## config.mk

```make
export PLATFORM = sky130hd
export DESIGN_NAME = mw_eeprom_slave
export DESIGN_NICKNAME = d
export VERILOG_FILES = /design/src/rtl/mw_pkg.sv /design/src/rtl/mw_level_reg.sv /design/src/rtl/mw_busy_timer.sv /design/src/rtl/mw_word_store.sv /design/src/rtl/mw_eeprom_slave.sv
export SDC_FILE = /design/constraint.sdc
export NUM_CORES = 2
export LEC_CHECK = 0
export CAP_MARGIN = 30
export CELL_PAD_IN_SITES_DETAIL_PLACEMENT = 1
export CELL_PAD_IN_SITES_GLOBAL_PLACEMENT = 1
export CORE_UTILIZATION = 47
export CTS_CLUSTER_DIAMETER = 100
export CTS_CLUSTER_SIZE = 20
export DETAILED_ROUTE_END_ITERATION = 16
export DONT_BUFFER_PORTS = 1
export PLACE_DENSITY_LB_ADDON = 0.1
export SYNTH_ARGS = -nofsm -noshare
export SYNTH_HDL_FRONTEND = slang
export SYNTH_SLANG_ARGS = --single-unit
export TNS_END_PERCENT = 100
```

## constraint.sdc

```tcl
create_clock -name clk -period 4.2 [get_ports clk]
set_clock_uncertainty 0.2 [all_clocks]
set_input_delay 0.42 -clock clk [delete_from_list [all_inputs] [get_ports clk]]
set_output_delay 0.42 -clock clk [all_outputs]
set_load 0.01 [all_outputs]
```

## src/rtl/mw_pkg.sv

```systemverilog
package mw_pkg;

  typedef enum logic [2:0] {
    ST_IDLE,
    ST_OPC,
    ST_ADDR,
    ST_DIN,
    ST_DOUT,
    ST_DONE
  } mw_state_t;

  typedef enum logic [1:0] {
    WR_NONE,
    WR_ONE,
    WR_ALL
  } mw_wr_t;

  localparam logic [1:0] OPC_SPECIAL = 2'b00;
  localparam logic [1:0] OPC_WRITE   = 2'b01;
  localparam logic [1:0] OPC_READ    = 2'b10;
  localparam logic [1:0] OPC_ERASE   = 2'b11;

  localparam logic [1:0] SPC_DISABLE  = 2'b00;
  localparam logic [1:0] SPC_WRALL    = 2'b01;
  localparam logic [1:0] SPC_ERALL    = 2'b10;
  localparam logic [1:0] SPC_ENABLE   = 2'b11;

  // address field length: one extra bit in byte mode
  function automatic int addr_bits(input logic org16, input int w16_aw);
    return org16 ? w16_aw : w16_aw + 1;
  endfunction

  function automatic int data_bits(input logic org16);
    return org16 ? 16 : 8;
  endfunction

endpackage

```

## src/rtl/mw_level_reg.sv

```systemverilog
module mw_level_reg #(
  parameter int N = 2
) (
  input  logic         clk,
  input  logic         rst_n,
  input  logic [N-1:0] sig_i,
  output logic [N-1:0] sig_q_o
);
  for (genvar g = 0; g < N; g++) begin : g_bit
    always_ff @(posedge clk) begin
      if (!rst_n) sig_q_o[g] <= 1'b0;
      else        sig_q_o[g] <= sig_i[g];
    end
  end
endmodule

```

## src/rtl/mw_busy_timer.sv

```systemverilog
module mw_busy_timer #(
  parameter int CYCLES = 200
) (
  input  logic clk,
  input  logic rst_n,
  input  logic start_i,
  output logic busy_o
);
  localparam int CW = $clog2(CYCLES + 1);
  logic [CW-1:0] cnt;

  always_ff @(posedge clk) begin
    if (!rst_n)            cnt <= '0;
    else if (start_i)      cnt <= CW'(CYCLES);
    else if (cnt != '0)    cnt <= cnt - 1'b1;
  end

  assign busy_o = (cnt != '0);
endmodule

```

## src/rtl/mw_word_store.sv

```systemverilog
module mw_word_store
  import mw_pkg::*;
#(
  parameter int W16_AW = 6
) (
  input  logic                clk,
  input  logic                rst_n,
  input  mw_wr_t              wr_op_i,
  input  logic [W16_AW:0]     wr_addr_i,
  input  logic                org16_i,
  input  logic [15:0]         wr_data_i,
  input  logic [W16_AW:0]     rd_addr_i,
  output logic [15:0]         rd_data_o
);
  localparam int BAW   = W16_AW + 1;
  localparam int DEPTH = 1 << BAW;

  logic [7:0] mem [DEPTH];

  function automatic logic hit(input int idx, input mw_wr_t op,
                               input logic [BAW-1:0] a, input logic org16);
    logic [BAW-1:0] ix;
    ix = BAW'(idx);
    if (op == WR_ALL) return 1'b1;
    if (org16)        return (ix >> 1) == a;
    return ix == a;
  endfunction

  always_ff @(posedge clk) begin
    if (!rst_n) begin
      for (int i = 0; i < DEPTH; i++) mem[i] <= 8'hFF;
    end else if (wr_op_i != WR_NONE) begin
      for (int i = 0; i < DEPTH; i++) begin
        if (hit(i, wr_op_i, wr_addr_i, org16_i))
          mem[i] <= (org16_i && (i % 2 == 0)) ? wr_data_i[15:8] : wr_data_i[7:0];
      end
    end
  end

  always_comb begin
    if (org16_i)
      rd_data_o = {mem[{rd_addr_i[BAW-2:0], 1'b0}], mem[{rd_addr_i[BAW-2:0], 1'b1}]};
    else
      rd_data_o = {8'h00, mem[rd_addr_i]};
  end
endmodule

```

## src/rtl/mw_eeprom_slave.sv

```systemverilog
module mw_eeprom_slave
  import mw_pkg::*;
#(
  parameter int W16_AW    = 6,
  parameter int BUSY_CLKS = 200
) (
  input  logic clk,
  input  logic rst_n,
  input  logic sel_i,
  input  logic sclk_i,
  input  logic sdi_i,
  input  logic org_i,
  output logic sdo_o,
  output logic sdo_oe_o
);
  localparam int BAW = W16_AW + 1;

  mw_state_t      st;
  logic [4:0]     bitcnt;
  logic [1:0]     opc;
  logic [BAW-1:0] addr;
  logic [14:0]    dsh;
  logic [15:0]    rd_sh;
  logic           dout;
  logic           wen;
  mw_wr_t         pend_op;
  logic [BAW-1:0] pend_addr;
  logic [15:0]    pend_data;
  logic           stat_mode;

  // events brought out for the checker
  logic [1:0]     lvl_q;
  logic           sk_rise, cs_fall, wr_fire, busy, reading, st_idle;
  logic [BAW-1:0] addr_nxt;
  logic [1:0]     spc;
  logic [15:0]    rd_data;
  mw_wr_t         wr_op;

  mw_level_reg #(.N(2)) u_lvl (
    .clk(clk), .rst_n(rst_n), .sig_i({sel_i, sclk_i}), .sig_q_o(lvl_q)
  );

  assign sk_rise  = sclk_i & ~lvl_q[0];
  assign cs_fall  = ~sel_i & lvl_q[1];
  assign wr_fire  = cs_fall && wen && (pend_op != WR_NONE);
  assign wr_op    = wr_fire ? pend_op : WR_NONE;
  assign addr_nxt = {addr[BAW-2:0], sdi_i};
  assign spc      = org_i ? addr_nxt[W16_AW-1 -: 2] : addr_nxt[W16_AW -: 2];
  assign reading  = (st == ST_DOUT);
  assign st_idle  = (st == ST_IDLE);

  mw_busy_timer #(.CYCLES(BUSY_CLKS)) u_busy (
    .clk(clk), .rst_n(rst_n), .start_i(wr_fire), .busy_o(busy)
  );

  mw_word_store #(.W16_AW(W16_AW)) u_store (
    .clk(clk), .rst_n(rst_n), .wr_op_i(wr_op), .wr_addr_i(pend_addr),
    .org16_i(org_i), .wr_data_i(pend_data), .rd_addr_i(addr_nxt),
    .rd_data_o(rd_data)
  );

  always_ff @(posedge clk) begin
    if (!rst_n) begin
      st        <= ST_IDLE;
      bitcnt    <= '0;
      opc       <= '0;
      addr      <= '0;
      dsh       <= '0;
      rd_sh     <= '0;
      dout      <= 1'b0;
      wen       <= 1'b0;
      pend_op   <= WR_NONE;
      pend_addr <= '0;
      pend_data <= '0;
      stat_mode <= 1'b0;
    end else begin
      if (wr_fire) stat_mode <= 1'b1;
      if (!sel_i) begin
        st      <= ST_IDLE;
        pend_op <= WR_NONE;
      end else if (sk_rise) begin
        unique case (st)
          ST_IDLE: if (sdi_i && !busy) begin
            st        <= ST_OPC;
            bitcnt    <= 5'd1;
            stat_mode <= 1'b0;
          end
          ST_OPC: begin
            opc <= {opc[0], sdi_i};
            if (bitcnt == '0) begin
              st     <= ST_ADDR;
              bitcnt <= 5'(addr_bits(org_i, W16_AW) - 1);
              addr   <= '0;
            end else bitcnt <= bitcnt - 1'b1;
          end
          ST_ADDR: begin
            addr <= addr_nxt;
            if (bitcnt != '0) bitcnt <= bitcnt - 1'b1;
            else begin
              unique case (opc)
                OPC_READ: begin
                  st     <= ST_DOUT;
                  dout   <= 1'b0;
                  bitcnt <= 5'(data_bits(org_i));
                  rd_sh  <= org_i ? rd_data : {rd_data[7:0], 8'h00};
                end
                OPC_WRITE: begin
                  st     <= ST_DIN;
                  bitcnt <= 5'(data_bits(org_i) - 1);
                  dsh    <= '0;
                end
                OPC_ERASE: begin
                  st        <= ST_DONE;
                  pend_op   <= WR_ONE;
                  pend_addr <= addr_nxt;
                  pend_data <= '1;
                end
                default: begin
                  st <= ST_DONE;
                  unique case (spc)
                    SPC_ENABLE:  wen <= 1'b1;
                    SPC_DISABLE: wen <= 1'b0;
                    SPC_ERALL: begin
                      pend_op   <= WR_ALL;
                      pend_data <= '1;
                    end
                    default: begin
                      st     <= ST_DIN;
                      bitcnt <= 5'(data_bits(org_i) - 1);
                      dsh    <= '0;
                    end
                  endcase
                end
              endcase
            end
          end
          ST_DIN: begin
            dsh <= {dsh[13:0], sdi_i};
            if (bitcnt != '0) bitcnt <= bitcnt - 1'b1;
            else begin
              st        <= ST_DONE;
              pend_op   <= (opc == OPC_WRITE) ? WR_ONE : WR_ALL;
              pend_addr <= addr;
              pend_data <= {dsh, sdi_i};
            end
          end
          ST_DOUT: begin
            if (bitcnt != '0) begin
              dout   <= rd_sh[15];
              rd_sh  <= {rd_sh[14:0], 1'b0};
              bitcnt <= bitcnt - 1'b1;
            end else st <= ST_DONE;
          end
          default: ;
        endcase
      end
    end
  end

  assign sdo_oe_o = sel_i & (reading | (stat_mode & st_idle));
  assign sdo_o    = sdo_oe_o & (reading ? dout : ~busy);

endmodule

```

# [Word-level counts from Yosys, hierarchy flattened]
# Memory sizes are Yosys's and may differ from the RTL's.
# Cells that the tools add are included.
[totals] mem_bits_rw=1024 inputBits=6 memories=1 regBits=86 elab_cells=1632
[mem_list] name="u_store.mem" words=128 word_bits=8 rd=3 rd_clocked_by_memory_dff=0 wr=128 line_no="mw_word_store.sv:18" text="logic [7:0] mem [DEPTH];"
[op_classes] reduce_logical=35 n_bitwise=140 eq_ne=152 muxes=1284 addsub=4
[op_table] operator="$mux 1" count=1107
[op_table] operator="$mux 8" count=131
[op_table] operator="$eq 7x7->1 const A" count=64
[op_table] operator="$eq 6x7->1 const A" count=32
[op_table] operator="$or 1x1->1" count=129
[op_table] operator="$mux 16" count=8
[op_table] operator="$eq 5x7->1 const A" count=16
[op_table] operator="$pmux 16 s2" count=3
[op_table] operator="$pmux 15 s2" count=2
[op_table] operator="$eq 4x7->1 const A" count=8
[op_table] operator="$reduce_and 6->1" count=6
[op_table] operator="$mux 15" count=2
[op_table] operator="$mux 5" count=6
[op_table] operator="$eq 3x7->1 const A" count=4
[op_table] operator="$mux 7" count=4
[op_table] operator="$pmux 7 s2" count=2
[op_table] operator="$pmux 5 s4" count=1
[op_table] operator="$ne 2x2->1 const B" count=8
[op_table] operator="$mux 3" count=5
[op_table] operator="$pmux 5 s3" count=1
[op_table] operator="$eq 2x7->1 const A" count=2
[op_table] operator="$reduce_and 7->1" count=2
[op_table] operator="$reduce_bool 2->1" count=7
[op_table] operator="$mux 2" count=6
[op_table] operator="other kinds (32)" count=59

# [Longest topological paths before layout]
[depth] depth_word=21 depth_mapped=14 ltp_nobuf=10

# [Cells and area by module]
# From an unflattened synthesis, not the netlist that was laid out.
[hier_totals] hier_cells=3841 area_unflattened_um2=56691.9
[by_module_without_submodules] mod="mw_word_store" instances=1 cells_per_inst=3336 area_each_um2=52394.0 seq_area_each_um2=30749.5
[by_module_without_submodules] mod="mw_eeprom_slave" instances=1 cells_per_inst=456 area_each_um2=3809.9 seq_area_each_um2=1521.5
[by_module_without_submodules] mod="mw_busy_timer" instances=1 cells_per_inst=45 area_each_um2=435.4 seq_area_each_um2=160.2
[by_module_without_submodules] mod="mw_level_reg" instances=1 cells_per_inst=4 area_each_um2=52.6 seq_area_each_um2=40.0

# [Worst setup path after synthesis]
# OpenSTA, ideal clock, no wires.
[synth_path] path_type="in2reg" from="input org_i" to="register bitcnt[0]" slack_ps=956 t_required_ps=3884 cell_stages=13 n_path_buf=3 arrival_ps=2928 path_cell_list="clkbuf_1 clkbuf_1 clkbuf_1 nand2_1 a21boi_0 inv_1 ha_1 nor2_1 o32ai_1 a21oi_1 nor3_1 o2111ai_1 o211a_1"
[synth_via] elab_chain_cells=5
[synth_lines] element="start, declared" line_no="mw_eeprom_slave.sv:12" text="input logic org_i,"
[synth_lines] element="$mux 2" line_no="mw_eeprom_slave.sv:48" text="assign spc = org_i ? addr_nxt[W16_AW-1 -: 2] : addr_nxt[W16_AW -: 2];"
[synth_lines] element="$eq 2x2->1 or $logic_not 2->1 (tied branches)" line_no="mw_eeprom_slave.sv:120" text="unique case (spc)"
[synth_lines] element="$reduce_or 3->1 (no line)"
[synth_lines] element="$ne 5x5->1 (no line)"
[synth_lines] element="$reduce_and 7->1 (no line)"
[synth_lines] element="end signal, assigned" line_no="mw_eeprom_slave.sv:129" text="bitcnt <= 5'(data_bits(org_i) - 1);"
[synth_lines] element="end signal, assigned" line_no="mw_eeprom_slave.sv:139" text="if (bitcnt != '0) bitcnt <= bitcnt - 1'b1;"
[synth_lines] element="end signal, assigned" line_no="mw_eeprom_slave.sv:151" text="bitcnt <= bitcnt - 1'b1;"
[synth_lines] element="end, declared" line_no="mw_eeprom_slave.sv:19" text="logic [4:0] bitcnt;"
# Parallel ways exist; a longest one is shown, timed or not.
# A chain may end at the register's enable or synchronous reset.

# [Worst setup path in the final report]
[layout_path] from="register addr[0]" to="register rd_sh[12]"
[layout_via] elab_chain_cells=6
[layout_lines] element="start, declared" line_no="mw_eeprom_slave.sv:21" text="logic [BAW-1:0] addr;"
[layout_lines] element="start signal, assigned" line_no="mw_eeprom_slave.sv:97" text="addr <= addr_nxt;"
[layout_lines] element="$mem_v2 128x8"
[layout_lines] element="$mux 16" line_no="mw_word_store.sv:41" text="if (org16_i)"
[layout_lines] element="$mux 16" line_no="mw_eeprom_slave.sv:105" text="rd_sh <= org_i ? rd_data : {rd_data[7:0], 8'h00};"
[layout_lines] element="$mux 16" line_no="mw_eeprom_slave.sv:100" text="unique case (opc)"
[layout_lines] element="$mux 16" line_no="mw_eeprom_slave.sv:98" text="if (bitcnt != '0) bitcnt <= bitcnt - 1'b1;"
[layout_lines] element="$pmux 16 s2" line_no="mw_eeprom_slave.sv:82" text="unique case (st)"
[layout_lines] element="end signal, assigned" line_no="mw_eeprom_slave.sv:105"
[layout_lines] element="end signal, assigned" line_no="mw_eeprom_slave.sv:150" text="rd_sh <= {rd_sh[14:0], 1'b0};"
[layout_lines] element="end, declared" line_no="mw_eeprom_slave.sv:23" text="logic [15:0] rd_sh;"
# Every way passes these cells. The select of a mux whose other input is x is not followed.

==> results.ini <==
[global_routing]
grt_max_degree=509
grt_pass1_wl_um=304000
antenna_found_initial=7
overflow=0
grt_usage_pct=36.1
grt_pass1_vias=38000

[sta]
tightest_slew_ns=1.10
max_freq_mhz=246
slew_headroom_pct=26.2
finalCritPeriodShare_pct=97.0
rsz0062_at_grt=no
whs_ns=0.0374
hold_viol_final=0
setup_violations=0
fin_ws_ns=0.127
fin_crit_ns=4.07
drv_slew=0
tns_ns=0

[clocking]
clockBufferDepth=3
cts.clk_slew.worst_paths_ns=0.10
cts_tree=built
clkSinkCount=1110
cts_made_buffers=66
clock_latency_ns=0.69
htree_levels=3
cts_resized=0
cts-root-buf=clkbuf_16

[die]
start_util_pct=47.5
fp-row-count=126
die_area_um2=121000
die_h_um=348
coreArea_um2=118000
io-pin-count=8
dieWidth_um=348

[detailed_routing]
drcViolationCount=0
drtAntennaViolNets=0
vias_per_cell=7.10
wl_um=218000
first_pass_iters=6
drtIter0Drc=5374
wire_per_inst_um=40.6
num_vias=38100

[critical_path]
critPathMaxStageDelay_ns=0.79
crit_slowest_cell=dfxtp_4
setup.worst_path.end_class=flop
cp.arrival_ns=4.44
startpoint_type=flop
worstSetupPathType=flop to flop
cp_max_fo=73
crit_buf_inv=2
crit_chain=buf_12, buf_12, mux4_2, mux4_2, o21ai_0, nor3_1, o311a_1
required_ns=4.57
path_delay_family=compound AO/OA/AOI/OAI gates

[final_layout]
num-nets-final=3819
instances_no_fill=5375
synthToLayoutAreaGrowth_pct=8.24
final_area_um2=60800
utilization_pct=51.5
fill_cells=11300
drive_above_1_share_pct=24.4

[placed_design]
numPortBuffers=0
dp_slack_ns=0.288
gp_congestion=1.02
post-place-cells=5257
dp_hpwl_um=152000
placedInstanceArea_um2=58600

[pwr]
combPwrFrac_pct=11.2
sw_frac_of_total_pct=25.1
switchingPower_mw=5.72
p_seq_share_pct=57.9
power_density_nw_per_um2=375
p_leak_nw=19.6
intPower_mw=17.1
peakVddDrop_v=0.000274
clkPwrFrac_pct=30.9
fin_total_pwr_mw=22.8

[synthesis]
yosysSeqAreaShare_pct=57.8
synthArstFlopShare_pct=0
netlist_instances=3820
yosys_warnings=0
yosysUniqueCellTypes=76
yosys.area.top_type=edfxtp_1
syn_avg_cell_area_um2=14.7
synth-edff-count=1024
ys_ff_latch=1110
synth-main-ff-cell=edfxtp_1
synth_nets=3837
syn-cell-area_um2=56200
yosys-top-cells-count=edfxtp_1, nand2_1, mux4_2
yosysTopAreaCellShare_pct=54.7
yosys-top-cells-area=edfxtp_1, mux4_2, nand2_1
synth.most_common_cell=edfxtp_1

[status]
status=completed

[worst_hold_path]
hp-class=input pin to flop

[flow_run]
drv_cap=0

[area by class of cell]
cell class,instances,area (um2),share of cell area (%)
clock buffers,95,1900,3.12
clock inverters,6,66.3,0.109
multi-input cells,2356,22100,36.4
flip-flops and latches,1110,32500,53.4
inverters,36,140,0.230
repair buffers,232,2180,3.59
well taps,1536,1920,3.16
diodes,4,10.0,0.0165
[layer usage]
layer	GRT usage (%)	share of wire (%)
met5	0	0.027
met4	15.7	4.8
met3	7.48	10
met2	56.4	47
met1	49.2	39
[sequential cells by signal, indices dropped and copies added (netlist names)]
register / count
stat_mode: 1
dsh: 15
opc: 2
bitcnt: 5
st: 3
u_busy.cnt: 8
addr: 7
rd_sh: 16
wen: 1
dout: 1
u_lvl.sig_q_o: 2
pend_addr: 7
u_store.mem: 1024
pend_data: 16
pend_op: 2
[power groups by stage]
stage / combinational (mW) / sequential, mW / clock [mW]
floorplan: 1.61 / 13.2 / 0
detailed placement: 2.36 / 13.4 / 0
global placement: 2.29 / 13.4 / 0
finish: 2.55 / 13.2 / 7.06
CTS: 2.39 / 13.2 / 7.11
global route: 2.62 / 13.3 / 7.41
[path summary, 6_finish.rpt]
| path | from | endpoint | slack [ns] | cells after the start |
|---|---|---|---|---|
| worst max-delay path | addr[0] | rd_sh[12] | 0.13 | 7 |
| worst min-delay path | sel_i | bitcnt[2] | 0.04 | 4 |
| worst max register to register | addr[0] | rd_sh[12] | 0.13 | 7 |
| worst min register to register | wen | wen | 0.30 | 2 |
[cells in the final DEF, fill, tap and decap left out, drive strengths merged, types with 19 or more instances in the layout]
cell	n
o21ai	134
mux2i	71
nand3	24
nor3	68
inv	38
buf	225
clkbuf	96
edfxtp	1024
o22ai	98
nor2b	32
nand2b	19
mux2	21
a21oi	106
nand2	808
mux4	568
a22oi	39
dfxtp	86
a211oi	26
nor2	176
[timing repair]
action,4_1_cts,5_1_grt
hold endpoints to repair,59,0
setup endpoints to repair,0,2
hold buffers,7,0
setup buffers,0,0
[kinds of logic (layout without fill, tap and decap cells)]
| family | after synthesis | count (layout) | synth area share [%] |
|---|---|---|---|
| AND/OR/NAND/NOR | 1176 | 1176 | 8.59 |
| flip-flops | 1110 | 1110 | 57.8 |
| multiplexers | 660 | 660 | 24.4 |
| AO/OA/AOI/OAI | 501 | 501 | 5.65 |
| buffers and inverters | 354 | 369 | 3.17 |
| adder cells (fa/ha/maj) | 12 | 12 | 0.263 |
| XOR/XNOR | 7 | 7 | 0.109 |
| other | 0 | 4 | 0 |
[tightest hold or removal path, stage by stage]
cell     delay [ns]
nand2_1        0.05
buf_4          0.19
o41ai_1        0.10
a21oi_1        0.11
No activity file was read; power rests on OpenSTA's default activity.
